File: config.mk
export PLATFORM = sky130hd
export DESIGN_NAME = acq_seq
export DESIGN_NICKNAME = d
export VERILOG_FILES = /design/src/rtl/acq_seq.sv
export SDC_FILE = /design/constraint.sdc
export NUM_CORES = 1
export LEC_CHECK = 0
export ABC_CLOCK_PERIOD_IN_PS = 4100
export CAP_MARGIN = 10
export CORE_ASPECT_RATIO = 1.4
export CORE_MARGIN = 8
export CORE_UTILIZATION = 40
export CTS_CLUSTER_SIZE = 24
export DETAILED_ROUTE_END_ITERATION = 12
export DONT_BUFFER_PORTS = 1
export PLACE_DENSITY = 0.51
export SLEW_MARGIN = 25
export SYNTH_ARGS = -nofsm -noshare
export SYNTH_HDL_FRONTEND = slang
export SYNTH_SLANG_ARGS = --single-unit
File: constraint.sdc
create_clock -name clk -period 4.1 [get_ports clk]
set_input_delay 0.615 -clock clk [delete_from_list [all_inputs] [get_ports clk]]
set_output_delay 0.615 -clock clk [all_outputs]
set_load 0.1 [all_outputs]
File: src/rtl/acq_seq.sv
module acq_seq #(
  parameter int SW = 8
) (
  input  logic          clk,
  input  logic          rst_n,
  input  logic          cmd_start,
  input  logic          cmd_stop,
  input  logic          cfg_done,
  input  logic          err_temp,
  input  logic          err_power,
  input  logic          sync_pulse,
  input  logic          fe_mem_full,
  input  logic          fe_sat,
  input  logic          fe_veto,
  input  logic          fe_valid,
  input  logic          auto_readout,
  input  logic [SW-1:0] settle_cycles,
  output logic          pwr_analog_en,
  output logic          pwr_digital_en,
  output logic          bc_reset,
  output logic          acq_en,
  output logic          evt_take,
  output logic          readout_req,
  output logic [1:0]    stop_cause,
  output logic [1:0]    err_code
);
  typedef enum logic [2:0] {
    S_IDLE, S_SETTLE, S_BCRST, S_SYNC, S_ACQ, S_RDREQ
  } st_t;

  st_t          st;
  logic [SW-1:0] cnt;
  logic          busy;

  assign busy           = (st != S_IDLE);
  assign pwr_analog_en  = busy;
  assign pwr_digital_en = busy;
  assign bc_reset       = (st == S_BCRST);
  assign acq_en         = (st == S_ACQ);
  assign readout_req    = (st == S_RDREQ);
  assign evt_take       = acq_en & fe_valid & ~fe_veto;

  always_ff @(posedge clk) begin
    if (!rst_n) begin
      st         <= S_IDLE;
      cnt        <= '0;
      stop_cause <= 2'd0;
      err_code   <= 2'd0;
    end else begin
      case (st)
        S_IDLE: begin
          if (cmd_start) begin
            if (!cfg_done)      err_code <= 2'd1;
            else if (err_temp)  err_code <= 2'd2;
            else if (err_power) err_code <= 2'd3;
            else begin
              err_code   <= 2'd0;
              stop_cause <= 2'd0;
              cnt        <= settle_cycles;
              st         <= S_SETTLE;
            end
          end
        end
        S_SETTLE: begin
          if (cmd_stop) begin
            stop_cause <= 2'd3;
            st         <= S_IDLE;
          end else if (cnt == '0) begin
            st <= S_BCRST;
          end else begin
            cnt <= cnt - 1'b1;
          end
        end
        S_BCRST: begin
          if (cmd_stop) begin
            stop_cause <= 2'd3;
            st         <= S_IDLE;
          end else begin
            st <= S_SYNC;
          end
        end
        S_SYNC: begin
          if (cmd_stop) begin
            stop_cause <= 2'd3;
            st         <= S_IDLE;
          end else if (sync_pulse) begin
            st <= S_ACQ;
          end
        end
        S_ACQ: begin
          if (fe_mem_full || fe_sat || cmd_stop) begin
            if (fe_mem_full) stop_cause <= 2'd1;
            else if (fe_sat) stop_cause <= 2'd2;
            else             stop_cause <= 2'd3;
            st <= auto_readout ? S_RDREQ : S_IDLE;
          end
        end
        S_RDREQ: st <= S_IDLE;
        default: st <= S_IDLE;
      endcase
    end
  end
endmodule


Word level (Yosys, flattened, before mapping):

Cells that the tools add are included.

* input bits: 21
* bits in registers: 15
* word-level logic and storage cells: 66

* equal/unequal tests: 15
* add/sub/neg operators: 1
* bitwise logic cells: 3
* muxes and demuxes: 31
* reductions and logical operators: 12

Operators with widths (number)
* $mux 8: 6
* $mux 3: 10
* $mux 2: 11
* $reduce_and 7->1: 3
* $pmux 8 s2: 1
* $pmux 3 s5: 1
* $ne 2x2->1 const B: 6
* $logic_not 8->1: 1
* $sub 8x1->8 const B: 1
* $eq 3x2->1 const B: 2
* $eq 3x3->1 const B: 2
* $ne 3x3->1 const B: 2
* $pmux 2 s3: 1
* $reduce_bool 3->1: 2
* $ne 2x1->1 const B: 2
* $eq 3x1->1 const B: 1
* $logic_not 3->1: 1
* $reduce_or 3->1: 1
* $and 1x1->1: 2
* $logic_or 1x1->1: 2
* $reduce_and 2->1: 1
* $reduce_bool 2->1: 1
* $mux 1: 1
* $not 1->1: 1

Longest topological paths before layout:

Gate-level depths: netlist (run 1).

* word-level depth: 5
* gate-level depth with buffers: 8
* mapped depth without buffers: 6

Least setup slack after synthesis (run 1):

Ideal clock, no wire load.

* path kind: register -> output
* from: register st[2]
* to: output port evt_take
* arrival: 3.203 ns
* slack: 0.282 ns
* path buffers: 1
* cell stages (with the launch flop): 4
* cell sequence: dfxtp_1 -> buf_2 -> or3b_2 -> nor3b_1

* cells in the longest elaborated chain, start to end: 3

Ends and longest elaborated chain
* start, declared: RTL line 31 `st_t st;`
* start signal, assigned: RTL line 95 `st <= auto_readout ? S_RDREQ : S_IDLE;`
* $eq 3x3->1: RTL line 39 `assign acq_en = (st == S_ACQ);`
* $and 1x1->1 (2 in a row): RTL line 41 `assign evt_take = acq_en & fe_valid & ~fe_veto;`
* end, declared: RTL line 22 `output logic evt_take,`

Every way passes these cells.

Worst setup path after layout (run 1):

* from: register st[2]
* to: output port acq_en

* cells in the longest elaborated chain, start to end: 1

Ends and longest elaborated chain
* $eq 3x3->1: RTL line 39
* end, declared: RTL line 21 `output logic acq_en,`

Every way passes these cells.

==> results of run 1 <==
power by group through the flow:
stage / Clock (mW) / Sequential (mW) / Combinational (mW)
finish: 0.0876 / 0.172 / 0.0659
global route: 0.0980 / 0.173 / 0.0736
CTS: 0.0917 / 0.172 / 0.0664
detailed placement: 0 / 0.175 / 0.0659
global placement: 0 / 0.175 / 0.0659
floorplan: 0 / 0.171 / 0.0624
layer usage:
layer  vias up  share of wire (%)  global-route usage (%)  routed length (um)
met3         8                6.5                    3.75                 185
met2        30                 51                    21.4                1450
met5         -                  0                       0                   0
met4         0                1.8                    6.71                  52
met1       477                 41                    13.6                1150
li1        523                  -                       -                   -
sequential cells by signal (all words and copies together) (netlist names):
signal,count
cnt,8
st,3
err_code,2
stop_cause,2
how the worst min path moves through the flow:
stage,startpoint,endpoint,slack [ps],cells after the start
floorplan,cnt[7],cnt[7],450,2
global placement,cnt[7],cnt[7],480,2
detailed placement,cnt[7],cnt[7],480,2
CTS,rst_n,st[0],430,1
global route,rst_n,st[2],420,2
finish,rst_n,st[0],440,1
cells by family after synthesis:
group / Yosys count / share of synthesized area [%]
muxes: 3 / 2.73
AOI/OAI and AO/OA: 37 / 24.5
adders and majority gates: 2 / 2.27
and+or+nand+nor: 67 / 34.1
DFF: 15 / 27.3
buffers and inverters: 20 / 9.09
cell type report:
class | count | area, um2
Sequential cell | 15 | 300
Clock buffer | 4 | 26.3
Timing Repair Buffer | 3 | 57.6
Fill cell | 278 | 1440
Multi-Input combinational cell | 109 | 713
Inverter | 8 | 30.0
Tap cell | 36 | 45.0
synth_stat cells, drive strengths merged, types with 3 or more instances:
master  instances  area share, %
or3b            3            2.4
nand2          18            6.1
inv             7            2.4
nor3b           3            2.0
nor2           13            4.7
buf             8            5.0
clkbuf          4            1.4
o32ai           6            5.5
a21oi           9            4.1
nor3           12            5.5
dfxtp          15             27
nor4            5            4.2
mux2i           3            2.7
o21ai           7            3.5
placed cells by master (no fill, tap or decap), types with 3 or more instances in the layout:
cell type  count
a21oi_1        9
clkbuf_4       3
nand2_1       18
mux2i_1        3
o32ai_1        5
nor3_1        12
nor2_1        11
nor4_1         4
inv_1          6
o21ai_0        5
dfxtp_1       15
worst register-to-register path, delay by kind of cell (launching register included):
| family | cells | cell delay [ps] |
|---|---|---|
| AO/OA/AOI/OAI | 3 | 870 |
| flip-flops | 1 | 570 |
| AND/OR/NAND/NOR | 1 | 710 |
==> impl_metrics.ini, run 1 <==
[critical_path]
cp_max_fo = 13
cp-start-kind = register
path_depth = 2
cp_num_buf_inv = 1
cp_slowest_stage_delay_ps = 630
rrSetupSlack_ps = 1910
rr_worst_depth = 4
cp_top_family = buffers and inverters
critPathKind = reg2out
critPathSlowestCell = inv_1
crit_start = st[2]
reg2reg_to = st[0]
critPathRequiredTime_ps = 3480
cp.arrival_ps = 2010
rr_startpoint = st[0]
crit_chain = or3b_2 -> inv_1
crit_path_end_kind = output pin
endpoint = acq_en

[global_routing]
grt_pass1_wl_um = 4710
grt_max_degree = 25
antenna_found_initial = 0
grt.total_usage_pct = 12.7
grt-ovfl-total = 0
grt_pass1_vias = 1023

[clock_tree]
clkSinkCount = 15
cts_hold_buf = 0
post_cts_buffers = 0
htree_levels = 1
cts_buffers = 3
cts-root-buf = clkbuf_4
path_clk_slew_ps = 90
cts_resized = 0
clock_latency_ps = 290
clk_path_buf_depth = 2
cts_tree = done

[drt]
drt_iter0_drc = 33
via_per_inst = 5.93
ant_nets = 0
totalWireLength_um = 2830
drc = 0
first_pass_iters = 4
via_count = 1038
wire_per_inst_um = 16.2

[timing]
rsz0062_at_grt = false
hold_ws_ps = 441
max_clock_freq_ghz = 0.381
drv_slew = 0
period_needed_ps = 2620
finClkSkew_ps = 0.634
worst_slack_ps = 1480
relSlewSlack_pct = 29.0
worstMarginPinSlew_ps = 1060
setup_viol = 0
setup_tns_ps = 0
hold_violations = 0
period_share_pct = 64.0

[logic_synthesis]
netlist_area_um2 = 1100
avgSynthCellArea_um2 = 7.65
synth_cells = 144
syn_nets = 167
synth-seq-cells = 15
synthDistinctLibCells = 47
ys_seq_area_share_pct = 27.3
synth_edf_count = 0
async_reset_ff_share_pct = 0
yosysWarnings = 0
synthFlopType = dfxtp_1

[power]
clock_power_share_pct = 26.9
pwr-share-comb_pct = 20.3
internal-power_mw = 0.216
switching_power_mw = 0.109
p_total_mw = 0.325
vdd_drop_max_mv = 0.159
power_density_nw_per_um2 = 277
swShare_pct = 33.6
leakagePower_nw = 0.419
seqPwrFrac_pct = 52.8

[finish]
final_area_um2 = 1170
layout.cells.non_filler = 175
drive_above_1_share_pct = 13.7
diodes = 0
area_growth_pct = 6.48
nets = 163
fin_util_pct = 44.8

[floorplan]
core_um2 = 2620
pin_count = 31
core.rowCount = 22
die_h_um = 78.1
initial_utilization_pct = 42.1
die_area_um2 = 4710
die_x_um = 60.3

[placed_design]
routabilityCongestion = 0.810
dp_hpwl_um = 2110
place_ws_ps = 1800
placed_cells = 171
place_area_um2 = 1150
port-buffer-count = 0

[run_status]
outcome = completed

[hold_path]
min_path_type = in2reg

[run]
maxCapViolCount = 0
No activity file was read; power rests on OpenSTA's default activity.
==> run 2, diff against run 1 <==
Settings changed: ABC_AREA set to 1, ABC_CLOCK_PERIOD_IN_PS 4100 to 2600.
Clock period 4.1 ns to 2.6 ns, I/O delays scaled along.
==> run 2 against run 1 <==
Against the previous run:
- clock skew rose by 2.4 ps
- critical path depth rose by 3
- sequential power rose to 3.0 times the previous value
- largest cell class unchanged
- critical path type unchanged
- area after synthesis fell by 0.45%
==> impl_metrics.ini, run 2 <==
[run_status]
outcome = completed

[drt]
totalWireLength_um = 2800
wire_per_inst_um = 12.3
drc = 0
ant_nets = 0
via_count = 1117
first_pass_iters = 4
via_per_inst = 4.92
drt_iter0_drc = 27

[logic_synthesis]
ys_top_cells_by_area = dfxtp_1 27%, nand2_1 20%, nor2_1 11%, nand3_1 6.8%, inv_1 6.2%
synth-seq-cells = 15
avgSynthCellArea_um2 = 5.92
synth_cells = 185
yosysWarnings = 0
syn_nets = 208
synth_most_common_cell = nand2_1
yosys.area.top_type = dfxtp_1
synth_edf_count = 0
ys_seq_area_share_pct = 27.4
synth_top_area_share_pct = 27.4
synthTopCellsByCount = 58 x nand2_1, 32 x nor2_1, 18 x inv_1, 15 x dfxtp_1, 15 x nand3_1
synthFlopType = dfxtp_1
netlist_area_um2 = 1100
synthDistinctLibCells = 22
async_reset_ff_share_pct = 0

[finish]
regMostFlops = cnt
layout_common_cells = 58 x nand2_1, 31 x nor2_1, 17 x inv_1
layout.cells.non_filler = 227
diodes = 0
area_growth_pct = 11.6
final_common_cell = nand2_1
largestRegisters = cnt (8), st (3)
nets = 215
largest_reg_flops = 8
drive_above_1_share_pct = 13.1

[clock_tree]
post_cts_buffers = 0
path_clk_slew_ps = 100
cts_resized = 0
clkSinkCount = 15
cts_tree = done
cts_buffers = 3
clk_path_buf_depth = 2
htree_levels = 1
cts-root-buf = clkbuf_4
cts_hold_buf = 0
clock_latency_ps = 290

[timing]
relSlewSlack_pct = 35.3
setup_viol = 0
max_clock_freq_ghz = 0.504
drv_slew = 0
worstMarginPinSlew_ps = 969
setup_tns_ps = 0
rsz0062_at_grt = false
worst_slack_ps = 616
finClkSkew_ps = 3.01
period_needed_ps = 1980
hold_violations = 0
hold_ws_ps = 212
period_share_pct = 76.3

[power]
p_total_mw = 1.74
leakagePower_nw = 0.591
vdd_drop_max_mv = 0.635
power_density_nw_per_um2 = 1420

[critical_path]
cp-start-kind = register
cp.arrival_ps = 1590
crit_path_end_kind = output pin
critPathRequiredTime_ps = 2210
cp_max_fo = 6
critPathKind = reg2out

[hold_path]
min_path_type = in2reg

[placed_design]
placed_cells = 223
dp_hpwl_um = 2290
place_ws_ps = 784
port-buffer-count = 0
routabilityCongestion = 0.859

[global_routing]
grt_max_degree = 13
antenna_found_initial = 0
grt-ovfl-total = 0
grt_pass1_wl_um = 4600
grt.total_usage_pct = 12.2
grt_pass1_vias = 1053

[run]
maxCapViolCount = 0

[floorplan]
initial_utilization_pct = 41.9
core.rowCount = 22
core_um2 = 2620
pin_count = 31
die_area_um2 = 4690
die_x_um = 60.2
die_h_um = 77.9
==> run 2: logic make-up (layout without fill, tap and decap cells) <==
family                   after synthesis  count (layout)  synth area share (%)
adder cells (fa/ha/maj)                2               2                  2.28
XOR/XNOR                               1               1                 0.799
AND/OR/NAND/NOR                      119             119                  47.0
AO/OA/AOI/OAI                         24              24                  13.5
buffers and inverters                 24              30                  9.02
flip-flops                            15              15                  27.4
==> run 2: layout make-up <==
cell class	instances	area [um2]
clock buffer	3	22.5
clock inverter	1	5.00
fill	299	1390
inverter	21	78.8
multi-input combinational	146	722
sequential	15	300
tap	36	45.0
timing repair buffer	5	50.0
==> run 2: worst paths after layout <==
kind	from	end	slack, ps	cells after the start
max	st[0]	pwr_digital_en	620	5
max reg2reg	st[2]	st[2]	800	6
min reg2reg	cnt[1]	cnt[1]	530	2
min	rst_n	cnt[1]	210	2
==> run 2: through the flow <==
step	util, %	instance area [um2]
2_1_floorplan	-	1110
3_3_place_gp	45.7	1200
3_5_place_dp	45.7	1200
4_1_cts	46.8	1220
5_1_grt	46.8	1220
6_report	46.8	1220
==> run 2: worst max-delay path, cell delays in order (launching register included) <==
cell,delay (ps)
dfxtp_1,490
inv_2,110
nand2_2,110
nor2_4,70
inv_2,60
buf_4,470
==> run 2: power breakdown <==
group,internal (mW),switching [mW]
Sequential,0.312,0.209
Clock,0.0571,0.0835
Combinational,0.334,0.747
==> run 2: routing by layer <==
| layer | wire [um] | GRT usage [%] |
|---|---|---|
| met5 | 0 | 0 |
| met4 | 13 | 3.60 |
| met3 | 143 | 2.81 |
| met2 | 1560 | 23.6 |
| met1 | 1090 | 12.0 |
